--- config.mk ---
export PLATFORM = sky130hd
export DESIGN_NAME = cpu_irq_port
export DESIGN_NICKNAME = d
export VERILOG_FILES = /design/src/rtl/cpu_irq_port_pkg.sv /design/src/rtl/cpu_irq_regs.sv /design/src/rtl/cpu_irq_pend.sv /design/src/rtl/cpu_irq_pick.sv /design/src/rtl/cpu_irq_port.sv
export SDC_FILE = /design/constraint.sdc
export NUM_CORES = 1
export LEC_CHECK = 0
export BUFFER_PORTS_ARGS = -buffer_cell sky130_fd_sc_hd__buf_2
export CAP_MARGIN = 40
export CORE_MARGIN = 8
export CORE_UTILIZATION = 30
export DETAILED_ROUTE_END_ITERATION = 12
export GPL_ROUTABILITY_DRIVEN = 0
export SLEW_MARGIN = 10
export SYNTH_ARGS = -nofsm -noshare
export SYNTH_HDL_FRONTEND = slang
export SYNTH_HIERARCHICAL = 1
export SYNTH_SLANG_ARGS = --single-unit
export TNS_END_PERCENT = 1
--- constraint.sdc ---
create_clock -name clk -period 4.44 [get_ports clk]
set_clock_uncertainty 0.1 [all_clocks]
set_input_delay 0.222 -clock clk [delete_from_list [all_inputs] [get_ports clk]]
set_output_delay 0.222 -clock clk [all_outputs]
set_load 0.01 [all_outputs]
--- src/rtl/cpu_irq_port_pkg.sv ---
// Package: shared offsets, trigger codes and access decode for the
// per-CPU interrupt interface. Assumes a 12-bit byte offset window.
package cpu_irq_port_pkg;

    localparam int unsigned PRIV_IDS = 32;
    localparam int unsigned ADDR_W   = 12;
    localparam int unsigned DATA_W   = 32;

    localparam logic [ADDR_W-1:0] OFS_CTL    = 12'h000;
    localparam logic [ADDR_W-1:0] OFS_TRIG_A = 12'h014;
    localparam logic [ADDR_W-1:0] OFS_TRIG_B = 12'h018;
    localparam logic [ADDR_W-1:0] OFS_READY  = 12'h06C;
    localparam logic [ADDR_W-1:0] OFS_SET_EN = 12'h0A0;
    localparam logic [ADDR_W-1:0] OFS_CLR_EN = 12'h0A4;
    localparam logic [ADDR_W-1:0] OFS_DONE   = 12'h0B4;

    typedef enum logic [1:0] {
        TRIG_LVL_HI = 2'd0,
        TRIG_LVL_LO = 2'd1,
        TRIG_RISE   = 2'd2,
        TRIG_FALL   = 2'd3
    } trig_mode_e;

    typedef enum logic [2:0] {
        OP_NONE,
        OP_CTL,
        OP_TRIG_A,
        OP_TRIG_B,
        OP_READY,
        OP_SET_EN,
        OP_CLR_EN,
        OP_DONE
    } reg_op_e;

    // Map a byte offset onto the register it selects.
    function automatic reg_op_e decode_op(input logic [ADDR_W-1:0] addr);
        case (addr)
            OFS_CTL:    return OP_CTL;
            OFS_TRIG_A: return OP_TRIG_A;
            OFS_TRIG_B: return OP_TRIG_B;
            OFS_READY:  return OP_READY;
            OFS_SET_EN: return OP_SET_EN;
            OFS_CLR_EN: return OP_CLR_EN;
            OFS_DONE:   return OP_DONE;
            default:    return OP_NONE;
        endcase
    endfunction

endpackage

--- src/rtl/cpu_irq_regs.sv ---
// Configuration registers: interface switch, private trigger words and the
// per-ID enable vector. Assumes writes arrive already decoded, one per cycle.
module cpu_irq_regs
    import cpu_irq_port_pkg::*;
#(
    parameter int unsigned NUM_IDS = 64
) (
    input  logic                  clk,
    input  logic                  rst_n,
    input  logic                  wr_en,
    input  reg_op_e               wr_op,
    input  logic [DATA_W-1:0]     wr_data,
    output logic                  ctl_en,
    output logic [2*PRIV_IDS-1:0] trig_cfg,
    output logic [NUM_IDS-1:0]    id_en
);
    localparam int unsigned ID_W = $clog2(NUM_IDS);

    logic            id_ok;
    logic [ID_W-1:0] id_idx;

    assign id_ok  = (wr_data < DATA_W'(NUM_IDS));
    assign id_idx = wr_data[ID_W-1:0];

    // Interface switch and trigger words take whole-field writes.
    always_ff @(posedge clk) begin
        if (!rst_n) begin
            ctl_en   <= 1'b0;
            trig_cfg <= '0;
        end else if (wr_en) begin
            case (wr_op)
                OP_CTL:    ctl_en <= wr_data[0];
                OP_TRIG_A: trig_cfg[DATA_W-1:0] <= wr_data;
                OP_TRIG_B: trig_cfg[2*DATA_W-1:DATA_W] <= wr_data;
                default:   ;
            endcase
        end
    end

    // Enable bits change one ID at a time by number.
    always_ff @(posedge clk) begin
        if (!rst_n) begin
            id_en <= '0;
        end else if (wr_en && id_ok) begin
            if (wr_op == OP_SET_EN) id_en[id_idx] <= 1'b1;
            else if (wr_op == OP_CLR_EN) id_en[id_idx] <= 1'b0;
        end
    end

endmodule

--- src/rtl/cpu_irq_pend.sv ---
// Pending qualification: private lines by level or latched edge, shared IDs
// passed through as levels. Assumes private lines are already synchronous.
module cpu_irq_pend
    import cpu_irq_port_pkg::*;
#(
    parameter int unsigned NUM_IDS = 64
) (
    input  logic                         clk,
    input  logic                         rst_n,
    input  logic [2*PRIV_IDS-1:0]        trig_cfg,
    input  logic [PRIV_IDS-1:0]          priv_line,
    input  logic [NUM_IDS-PRIV_IDS-1:0]  shared_pend,
    input  logic                         claim_valid,
    input  logic [$clog2(NUM_IDS)-1:0]   claim_id,
    output logic [NUM_IDS-1:0]           pend
);
    localparam int unsigned ID_W = $clog2(NUM_IDS);

    logic [PRIV_IDS-1:0] line_prev;

    // Previous sample of every private line; loaded during reset so that a
    // line already high does not look like an edge.
    always_ff @(posedge clk) begin
        line_prev <= priv_line;
    end

    for (genvar g = 0; g < PRIV_IDS; g++) begin : g_priv
        trig_mode_e mode;
        logic       rise;
        logic       fall;
        logic       edge_q;

        assign mode = trig_mode_e'(trig_cfg[2*g +: 2]);
        assign rise = priv_line[g] & ~line_prev[g];
        assign fall = ~priv_line[g] & line_prev[g];

        // Edge latch: a new edge wins over a claim in the same cycle.
        always_ff @(posedge clk) begin
            if (!rst_n) begin
                edge_q <= 1'b0;
            end else if ((mode == TRIG_RISE && rise) || (mode == TRIG_FALL && fall)) begin
                edge_q <= 1'b1;
            end else if (mode == TRIG_LVL_HI || mode == TRIG_LVL_LO) begin
                edge_q <= 1'b0;
            end else if (claim_valid && claim_id == ID_W'(g)) begin
                edge_q <= 1'b0;
            end
        end

        assign pend[g] = (mode == TRIG_LVL_HI) ?  priv_line[g] :
                         (mode == TRIG_LVL_LO) ? ~priv_line[g] : edge_q;
    end

    assign pend[NUM_IDS-1:PRIV_IDS] = shared_pend;

endmodule

--- src/rtl/cpu_irq_pick.sv ---
// Fixed-priority finder: lowest set bit of the request vector wins.
// Assumes a purely combinational path is acceptable for NUM_IDS requests.
module cpu_irq_pick #(
    parameter int unsigned NUM_IDS = 64
) (
    input  logic [NUM_IDS-1:0]         req,
    output logic                       found,
    output logic [$clog2(NUM_IDS)-1:0] win_id
);
    localparam int unsigned ID_W = $clog2(NUM_IDS);

    // Scan from the top down so the lowest index is written last.
    always_comb begin
        found  = 1'b0;
        win_id = '0;
        for (int i = NUM_IDS - 1; i >= 0; i--) begin
            if (req[i]) begin
                found  = 1'b1;
                win_id = ID_W'(i);
            end
        end
    end

endmodule

--- src/rtl/cpu_irq_port.sv ---
// Per-CPU interrupt interface top: register decode, claim/complete tracking,
// read response and the request line to the core. Assumes one access per
// cycle and read data consumed one cycle after the read.
module cpu_irq_port
    import cpu_irq_port_pkg::*;
#(
    parameter int unsigned NUM_IDS = 64
) (
    input  logic                        clk,
    input  logic                        rst_n,
    input  logic                        bus_valid,
    input  logic                        bus_write,
    input  logic [11:0]                 bus_addr,
    input  logic [31:0]                 bus_wdata,
    output logic                        rsp_valid,
    output logic [31:0]                 rsp_rdata,
    input  logic [31:0]                 priv_line,
    input  logic [NUM_IDS-33:0]         shared_pend,
    output logic                        irq_req
);
    localparam int unsigned ID_W = $clog2(NUM_IDS);

    reg_op_e               op;
    logic                  wr_en;
    logic                  rd_en;
    logic                  ctl_en;
    logic [2*PRIV_IDS-1:0] trig_cfg;
    logic [NUM_IDS-1:0]    id_en;
    logic [NUM_IDS-1:0]    pend;
    logic [NUM_IDS-1:0]    active_q;
    logic [NUM_IDS-1:0]    eligible;
    logic                  found;
    logic [ID_W-1:0]       win_id;
    logic                  claim_valid;
    logic                  done_hit;
    logic [ID_W-1:0]       done_idx;
    logic [DATA_W-1:0]     rd_next;

    assign op    = decode_op(bus_addr);
    assign wr_en = bus_valid & bus_write;
    assign rd_en = bus_valid & ~bus_write;

    cpu_irq_regs #(.NUM_IDS(NUM_IDS)) regs_i (
        .clk      (clk),
        .rst_n    (rst_n),
        .wr_en    (wr_en),
        .wr_op    (op),
        .wr_data  (bus_wdata),
        .ctl_en   (ctl_en),
        .trig_cfg (trig_cfg),
        .id_en    (id_en)
    );

    cpu_irq_pend #(.NUM_IDS(NUM_IDS)) pend_i (
        .clk         (clk),
        .rst_n       (rst_n),
        .trig_cfg    (trig_cfg),
        .priv_line   (priv_line),
        .shared_pend (shared_pend),
        .claim_valid (claim_valid),
        .claim_id    (win_id),
        .pend        (pend)
    );

    assign eligible = pend & id_en & ~active_q;

    cpu_irq_pick #(.NUM_IDS(NUM_IDS)) pick_i (
        .req    (eligible),
        .found  (found),
        .win_id (win_id)
    );

    assign claim_valid = rd_en && (op == OP_READY) && ctl_en && found;
    assign done_idx    = bus_wdata[ID_W-1:0];
    assign done_hit    = wr_en && (op == OP_DONE) &&
                         (bus_wdata < DATA_W'(NUM_IDS)) && active_q[done_idx];

    // Active flags: set by a claiming read, cleared by a matching completion.
    always_ff @(posedge clk) begin
        if (!rst_n) begin
            active_q <= '0;
        end else if (claim_valid) begin
            active_q[win_id] <= 1'b1;
        end else if (done_hit) begin
            active_q[done_idx] <= 1'b0;
        end
    end

    // Read multiplexer for the response register.
    always_comb begin
        case (op)
            OP_CTL:    rd_next = {{(DATA_W-1){1'b0}}, ctl_en};
            OP_TRIG_A: rd_next = trig_cfg[DATA_W-1:0];
            OP_TRIG_B: rd_next = trig_cfg[2*DATA_W-1:DATA_W];
            OP_READY:  rd_next = (ctl_en && found) ? DATA_W'(win_id) : '1;
            default:   rd_next = '0;
        endcase
    end

    // Registered read response, one cycle after the read.
    always_ff @(posedge clk) begin
        if (!rst_n) begin
            rsp_valid <= 1'b0;
            rsp_rdata <= '0;
        end else begin
            rsp_valid <= rd_en;
            if (rd_en) rsp_rdata <= rd_next;
        end
    end

    assign irq_req = ctl_en & (|eligible);

endmodule

==> results.ini, run 1 <==
[cts]
cts_resized = 0
cts_tree = done
cts_buffers = 35
clock_latency_ns = 0.57
clk_pin_slew_ns = 0.06
cts_root_buf = clkbuf_16
cts.sinks = 290
postCtsSetupBuffers = 0
clockBufferDepth = 3
htree_levels = 2
ctsHoldBuffers = 59

[synthesis]
synth.area.top_cells = dfxtp_1 38%, nand2_1 8.8%, mux2i_1 4.9%
seq_area_frac_synth_pct = 38.04
yosys_warnings = 6
ys_types = 82
synth_edf_count = 0
synth_area_sq_um = 15260
synthArstFlopShare_pct = 0
synth_nets = 2011
synthFlopType = dfxtp_1
yosys-top-cells-count = 356 x nand2_1, 290 x dfxtp_1, 175 x nor2_1
yosys.area.top_type = dfxtp_1
synth_cells = 1899
ys_ff_latch = 290
yosys.area.top_type_share_pct = 38.04
yosysMostFrequentCell = nand2_1
synth.avg_cell_area_sq_um = 8.036

[power]
peakVddDrop_mv = 0.2582
total_power_mw = 6.055
powerDensity_nw_per_um2 = 334.1
leakagePower_nw = 6.870

[routing]
drc = 0
drt.antenna.violating_nets = 0
wl_per_cell_microns = 21.33
routed_via_density = 5.619
routed_wl_microns = 58300
vias = 15356
drtPass1Iterations = 7
drt_iter0_markers = 1682

[worst_setup_path]
path_cells = xnor2_1, o21ai_0, nand2_1, nor2_1, or4_4, nor4_1, o21ai_1, o2111ai_1, a21boi_1, buf_4, nand2b_1, nor3_1, buf_4, a22oi_1, a31oi_1
worst-endpoint-arrival_ns = 4.40
critPathLaunchType = flip-flop
required_ns = 4.82
path_class = flip-flop to flip-flop
slowest_delay_ns = 0.61
timing.rr.start = regs_i/trig_cfg[62]
cpMostUsedCell = buf_4
critPathCaptureType = flip-flop
startpoint = regs_i/trig_cfg[62]
path_max_fanout = 10
cp_slowest_cell = nor4_1

[global_routing]
grt_pass1_wl_microns = 88790
first_global_vias = 14858
grt_usage_pct = 19.00
grt_start_max_net_pins = 110
antenna_found_initial = 4
grt.overflow.total = 0

[floorplanning]
dieWidth_microns = 241.5
dieHeight_microns = 241.5
initial_core_util_pct = 30.42
pin_count = 146
design.core.area_sq_um = 50170
dieArea_sq_um = 58340
fp-row-count = 82

[layout]
drive_gt1_share_pct = 14.33
areaGrowthSynthToFinish_pct = 18.75
final_cells = 2733
final_core_util_pct = 36.12
nets = 2145
fin_area_sq_um = 18120
nFillCells = 5168

[placement]
place_area_sq_um = 16340
place_worst_setup_slack_ns = 0.7856
port_buffers = 145
placed_cells = 2609
dp_hpwl_microns = 41270

[sta]
fmax_mhz = 248.5
fin_ws_ns = 0.4151
hold_slack_ns = 0.04652
setup-violations-final = 0
setup-tns-final_ns = 0
fin_crit_ns = 4.025
max_slew.worst_pin.slew_ns = 1.016
rsz0062_at_grt = no
slew-limit-headroom_pct = 31.77
finalCritPeriodShare_pct = 90.65
finalHoldViolations = 0
slew_violations = 0

[hold_path]
hold_class = input pin to flip-flop
holdCritStartpoint = rst_n

[job]
max_cap_violations = 0

[run_status]
outcome = complete, no violations

[worst paths after layout]
| kind | endpoint | slack, ns | cells past startpoint |
|---|---|---|---|
| worst max-delay path | active_q[24] | 0.42 | 15 |
| worst min-delay path | pend_i/g_priv[4].edge_q | 0.05 | 3 |
| worst max register to register | active_q[24] | 0.42 | 15 |
| worst min register to register | flip-flop | 0.36 | 2 |
[cell families (layout without fill, tap and decap cells)]
kind of cell              Yosys count  in the layout  share of synthesized area (%)
other                               0              2                              0
AOI/OAI and AO/OA                 502            502                          21.04
muxes                              85             85                          5.878
and+or+nand+nor                   818            818                          26.56
xor gates and xnor gates           34             34                          1.951
buffers and inverters             170            330                          6.534
DFF                               290            290                          38.04
[final cells by class]
class	count	area [sq um]	share of cell area [%]
diodes	2	5.005	0.02762
repair buffers	251	1728	9.535
clock buffers	48	984.7	5.434
clock inverters	15	203.9	1.125
flip-flops and latches	290	5806	32.04
multi-input cells	1439	8494	46.87
well taps	672	840.8	4.640
inverters	16	60.06	0.3314
[cells in the final DEF, fill, tap and decap left out, types with 4 or more instances in the layout]
cell type	n
a21boi_0	65
a21oi_1	113
a22oi_1	93
a31oi_1	62
a41oi_1	6
and2_1	7
and3_1	9
and3b_1	37
buf_2	144
buf_4	41
clkbuf_1	7
clkbuf_16	35
clkbuf_8	6
clkinv_2	5
dfxtp_1	290
dlygate4sd3_1	59
inv_1	16
mux2_2	4
mux2i_1	75
nand2_1	356
nand2b_1	17
nand3_1	7
nand3b_1	6
nand4_1	72
nand4b_1	8
nor2_1	173
nor2b_1	8
nor3_1	21
nor3b_2	7
nor4_1	43
o21ai_0	99
o21ai_1	7
o22ai_1	9
o31ai_1	12
o41ai_1	8
or4b_1	5
xnor2_1	32
[critical path, delay by kind of cell (launching register included)]
family | cells | cell delay (ns)
and+or+nand+nor | 6 | 1.77
AOI/OAI and AO/OA | 6 | 1.05
buffers and inverters | 2 | 0.46
DFF | 1 | 0.40
xor gates and xnor gates | 1 | 0.15
[per-layer routing]
layer | part of all wire (%) | vias to the layer above | track usage [%] | routed length, microns
met4 | 4.7 | 4 | 8.958 | 2730
met1 | 42 | 7274 | 24.47 | 24550
li1 | - | 7117 | - | -
met2 | 43 | 796 | 29.21 | 24950
met5 | 0.057 | - | 0 | 33
met3 | 10 | 165 | 5.148 | 6038
[power by group]
group          internal [mW]  switching, mW
Sequential              2.63         0.0157
Clock                   1.75           1.23
Combinational          0.161          0.262
(Power assumes the default switching activity.)
==> run 2: changes to the inputs <==
==> constraint.sdc (replaced) <==
create_clock -name clk -period 4.44 [get_ports clk]
set_clock_uncertainty 0.1 [all_clocks]
set_input_delay 0.444 -clock clk [delete_from_list [all_inputs] [get_ports clk]]
set_output_delay 0.444 -clock clk [all_outputs]
set_load 0.01 [all_outputs]
==> results.ini, run 2 (synthesis gave the netlist of run 1 again) <==
[global_routing]
grt_pass1_wl_microns = 87270  ; -1.7%
grt_start_max_net_pins = 128  ; +16%
grt.overflow.total = 0  ; unchanged
antenna_found_initial = 4  ; unchanged
first_global_vias = 14490  ; -2.5%
grt_usage_pct = 18.72  ; -0.28 points

[cts]
clock_latency_ns = 0.53  ; -0.04 ns
clk_pin_slew_ns = 0.06  ; about the same
cts_root_buf = clkbuf_16
cts.sinks = 290  ; unchanged
cts_buffers = 34  ; -2.9%
clockBufferDepth = 3  ; unchanged
cts_tree = done
postCtsSetupBuffers = 0  ; unchanged
cts_resized = 0  ; unchanged
ctsHoldBuffers = 32  ; -46%
htree_levels = 2  ; unchanged

[power]
clkPwrFrac_pct = 48.3  ; -0.9 points
peakVddDrop_mv = 0.2336  ; -9.5%
comb_power_share_pct = 6.8  ; -0.2 points
p_sw_share_pct = 23.97  ; -0.89 points
powerDensity_nw_per_um2 = 331.0  ; -0.94%
internal-power_mw = 4.483  ; -1.5%
leakagePower_nw = 6.735  ; -2.0%
pwr-share-seq_pct = 44.9  ; +1.1 points
power_switching_mw = 1.414  ; -6.1%

[job]
max_cap_violations = 0  ; unchanged

[worst_setup_path]
timing.rr.start = regs_i/trig_cfg[62]
critPathCaptureType = flip-flop
startpoint = priv_line[23]
r2r_cells = 14  ; -1
worst-endpoint-arrival_ns = 4.41  ; about the same
path_max_fanout = 8  ; -2
required_ns = 4.78  ; -0.04 ns
crit_end = active_q[19]
r2r-end = active_q[19]
critPathLaunchType = input pin
path_class = input pin to flip-flop
reg2reg_setup_slack_ns = 0.57  ; +0.15 ns

[floorplanning]
dieArea_sq_um = 58340  ; unchanged
pin_count = 146  ; unchanged
design.core.area_sq_um = 50170  ; unchanged
dieHeight_microns = 241.5  ; unchanged
initial_core_util_pct = 30.42  ; unchanged
fp-row-count = 82  ; unchanged
dieWidth_microns = 241.5  ; unchanged

[sta]
finalHoldViolations = 0  ; unchanged
setup-tns-final_ns = 0  ; unchanged
fin_crit_ns = 4.067  ; +0.04229 ns
rsz0062_at_grt = no
max_slew.worst_pin.slew_ns = 0.9872  ; -0.02844 ns
slew_violations = 0  ; unchanged
fmax_mhz = 245.9  ; -1.0%
setup-violations-final = 0  ; unchanged
finalCritPeriodShare_pct = 91.60  ; +0.95 points
slew-limit-headroom_pct = 33.83  ; +2.1 points

[layout]
nFillCells = 5181  ; +0.25%
nets = 2119  ; -1.2%
mostFrequentLayoutCells = 356 x nand2_1, 290 x dfxtp_1, 173 x nor2_1, 144 x buf_2, 113 x a21oi_1
final_core_util_pct = 35.51  ; -0.61 points
fin_area_sq_um = 17820  ; -1.7%
layout_commonest_cell = nand2_1
drive_gt1_share_pct = 14.38  ; +0.050 points
areaGrowthSynthToFinish_pct = 16.75

[routing]
routed_wl_microns = 58250  ; about the same
drt_iter0_markers = 1769  ; +5.2%
drtPass1Iterations = 6  ; -1
drt.antenna.violating_nets = 0  ; unchanged
routed_via_density = 5.664  ; +0.81%
vias = 15322  ; -0.22%
wl_per_cell_microns = 21.53  ; +0.96%
drc = 0  ; unchanged

[placement]
port_buffers = 145  ; unchanged
dp_hpwl_microns = 41710  ; +1.1%
place_area_sq_um = 16360  ; +0.11%

[run_status]
outcome = complete, no violations

[hold_path]
hold_class = input pin to flip-flop

## run 2: metal layers
layer  GRT usage (%)  vias to the layer above  routed length (microns)
li1                -                     7071                        -
met1           24.58                     7245                    24750
met2           28.74                      848                    25300
met3           5.181                      156                     5908
met4           7.495                        2                     2284
met5               0                        -                       11
## run 2: power groups by stage
stage	logic, mW	registers [mW]	clock network [mW]
floorplan	0.204	2.71	0
global placement	0.366	2.71	0
detailed placement	0.372	2.71	0
CTS	0.397	2.65	2.89
global route	0.427	2.65	3.00
finish	0.401	2.65	2.85
## run 2: cell type report
type,count,area (sq um),area share (%)
diodes,2,5.005,0.02809
clock buffers,51,1016,5.702
clock inverters,9,120.1,0.6742
inverters,16,60.06,0.3371
multi-input cells,1439,8489,47.65
flip-flops and latches,290,5806,32.58
well taps,672,840.8,4.719
repair buffers,226,1480,8.308
## run 2: worst max-delay path: stages
cell and delay [ns]:
dlygate4sd3_1 0.52, buf_2 0.14, xnor2_1 0.12, o21ai_0 0.31, nand2_1 0.17, nor2_1 0.44
nor2_1 0.15, a2111oi_0 0.60, o21ai_0 0.16, a21oi_1 0.19, nand2_1 0.09, nor2_1 0.73
a22oi_1 0.13, a31oi_1 0.19
## run 2: worst min path at each step
stage	cells after the start	slack, ns	startpoint	endpoint
2_1_floorplan	2	0.34	pend_i/g_priv[19].edge_q	pend_i/g_priv[19].edge_q
3_3_place_gp	2	0.34	pend_i/g_priv[8].edge_q	pend_i/g_priv[8].edge_q
3_5_place_dp	2	0.35	pend_i/g_priv[8].edge_q	pend_i/g_priv[8].edge_q
4_1_cts	3	0.08	bus_wdata[31]	regs_i/trig_cfg[63]
5_1_grt	3	0.1	bus_wdata[30]	regs_i/trig_cfg[30]
6_report	3	0.10	bus_wdata[31]	regs_i/trig_cfg[63]
## run 2: per-stage QoR
step           setup WS, ns  total power [mW]  hold slack (ns)  std cells
2_1_floorplan         1.240             2.916           0.3381       1899
3_3_place_gp         0.5112             3.071           0.3442       2605
3_5_place_dp         0.5279             3.079           0.3518       2611
4_1_cts              0.5253             5.934          0.08277       2703
5_1_grt              0.1692             6.080          0.09685       2705
6_report             0.3729             5.897           0.1012       2705
==> run 3: changes to the inputs <==
--- a/config.mk
+++ b/config.mk
@@ -11,6 +11,7 @@
 export CORE_UTILIZATION = 30
 export DETAILED_ROUTE_END_ITERATION = 12
 export GPL_ROUTABILITY_DRIVEN = 0
+export SKIP_CTS_REPAIR_TIMING = 1
 export SLEW_MARGIN = 10
 export SYNTH_ARGS = -nofsm -noshare
 export SYNTH_HDL_FRONTEND = slang
==> constraint.sdc (replaced) <==
create_clock -name clk -period 3.5 [get_ports clk]
set_clock_uncertainty 0.1 [all_clocks]
set_input_delay 0.35 -clock clk [delete_from_list [all_inputs] [get_ports clk]]
set_output_delay 0.35 -clock clk [all_outputs]
set_load 0.01 [all_outputs]
==> results.ini, run 3 (synthesis gave the netlist of run 1 again) <==
[sta]
rsz0062_at_grt = yes
fin_crit_ns = 3.507
fmax_mhz = 285.2
setup-violations-final = 1  ; +1
slew_violations = 0  ; unchanged
fin_ws_ns = -0.006788  ; -0.3796 ns
setup-tns-final_ns = -0.006788  ; -0.006788 ns
finalCritPeriodShare_pct = 100.2
slew-limit-headroom_pct = 41.39  ; +7.6 points
finalHoldViolations = 0  ; unchanged
max_slew.worst_pin.slew_ns = 0.8791  ; -0.1082 ns

[worst_setup_path]
required_ns = 3.86  ; -0.92 ns
path_max_fanout = 8  ; unchanged
slowest_delay_ns = 0.58  ; -0.15 ns
crit_family = simple AND/OR/NAND/NOR gates
worst-endpoint-arrival_ns = 3.87  ; -0.54 ns
critPathLaunchType = input pin
path_cells = dlygate4sd3_1, buf_2, xnor2_1, o21ai_0, buf_4, nand2_1, nor2_1, buf_4, nor4_2, nand3_1, nor3_1, nor2b_1, buf_4, nand3_1, nor2_2, buf_4, a22oi_1, a31oi_1
crit_buf_inv = 6  ; +4
critPathCaptureType = flip-flop
cpMostUsedCell = buf_4
cp_slowest_cell = dlygate4sd3_1
path_class = input pin to flip-flop

[placement]
placed_cells = 2667  ; +2.1%
port_buffers = 145  ; unchanged
dp_hpwl_microns = 41530  ; -0.45%

[power]
peakVddDrop_mv = 0.3054  ; +31%
powerDensity_nw_per_um2 = 406.7  ; +23%
leakagePower_nw = 7.026  ; +4.3%

[routing]
wl_per_cell_microns = 21.20  ; -1.5%
drt.antenna.violating_nets = 0  ; unchanged
routed_via_density = 5.643  ; -0.37%
drt_iter0_markers = 1617  ; -8.6%
drc = 0  ; unchanged
vias = 15587  ; +1.7%
routed_wl_microns = 58570  ; +0.54%
drtPass1Iterations = 6  ; unchanged

[cts]
cts_tree = done
cts_buffers = 35  ; +2.9%
clock_latency_ns = 0.54  ; about the same
cts.sinks = 290  ; unchanged
htree_levels = 2  ; unchanged
clockBufferDepth = 3  ; unchanged
cts_root_buf = clkbuf_16
clk_pin_slew_ns = 0.06  ; about the same

[layout]
layout_commonest_cell = nand2_1
areaGrowthSynthToFinish_pct = 20.14
final_cells = 2762  ; +2.1%
nFillCells = 5147  ; -0.66%
nets = 2177  ; +2.7%
mostFrequentLayoutCells = 356 x nand2_1, 288 x dfxtp_1, 161 x nor2_1, 145 x buf_2, 113 x a21oi_1
drive_gt1_share_pct = 17.58  ; +3.2 points
final_core_util_pct = 36.55  ; +1.0 points

[global_routing]
grt_usage_pct = 18.71  ; about the same
grt_start_max_net_pins = 104  ; -19%
first_global_vias = 14549  ; +0.41%
grt.overflow.total = 0  ; unchanged
grt_pass1_wl_microns = 87770  ; +0.57%
antenna_found_initial = 3  ; -1

[run_status]
outcome = complete, but fails checks
violations = negative setup slack

[floorplanning]
fp-row-count = 82  ; unchanged
dieArea_sq_um = 58340  ; unchanged
design.core.area_sq_um = 50170  ; unchanged
dieHeight_microns = 241.5  ; unchanged
initial_core_util_pct = 30.42  ; unchanged
dieWidth_microns = 241.5  ; unchanged
pin_count = 146  ; unchanged

[hold_path]
hold_class = input pin to flip-flop

[job]
max_cap_violations = 0  ; unchanged

## run 3: metal layers
metal | track usage, % | up-vias | wire length [microns]
met4 | 5.853 | 4 | 1851
li1 | - | 7186 | -
met5 | 0 | - | 27
met1 | 25.21 | 7434 | 24820
met2 | 29.35 | 823 | 26110
met3 | 4.310 | 140 | 5763
## run 3: final cells by class
| type | count | area, sq um | share of cell area (%) |
|---|---|---|---|
| Clock buffer | 51 | 1016 | 5.541 |
| Tap cell | 672 | 840.8 | 4.586 |
| Sequential cell | 290 | 5808 | 31.68 |
| Inverter | 16 | 60.06 | 0.3276 |
| Timing Repair Buffer | 283 | 1948 | 10.63 |
| Antenna cell | 2 | 5.005 | 0.02730 |
| Clock inverter | 9 | 100.1 | 0.5459 |
| Multi-Input combinational cell | 1439 | 8557 | 46.67 |
## run 3: metrics by stage
stage | hold slack [ns] | power, mW | setup WS [ns] | area, sq um
finish | 0.005424 | 7.457 | -0.006788 | 18340
global route | 0.001651 | 7.705 | -0.1184 | 18330
CTS | -0.1559 | 7.478 | -0.02032 | 17930
detailed placement | 0.3527 | 3.921 | -0.08164 | 16810
global placement | 0.3448 | 3.913 | -0.03114 | 16800
floorplan | 0.2777 | 3.699 | 0.3810 | 15260
## run 3: report_power, final
part           switching, mW  internal [mW]
sequential            0.0196           3.34
clock                   1.47           2.09
combinational          0.332          0.195
## run 3: worst paths after layout
check | cells past startpoint | slack, ns | start | to
max | 18 | -0.007 | priv_line[0] | active_q[61]
min reg2reg | 2 | 0.35 | pend_i/g_priv[8].edge_q | pend_i/g_priv[8].edge_q
max reg2reg | 13 | 0 | regs_i/trig_cfg[62] | active_q[7]
min | 3 | 0.005 | bus_wdata[20] | regs_i/trig_cfg[52]
## run 3: worst min-delay path, delay by kind of cell
family | cells | cell delay [ns]
AO/OA/AOI/OAI | 1 | 0.06
buffers and inverters | 1 | 0.12
AND/OR/NAND/NOR | 1 | 0.05
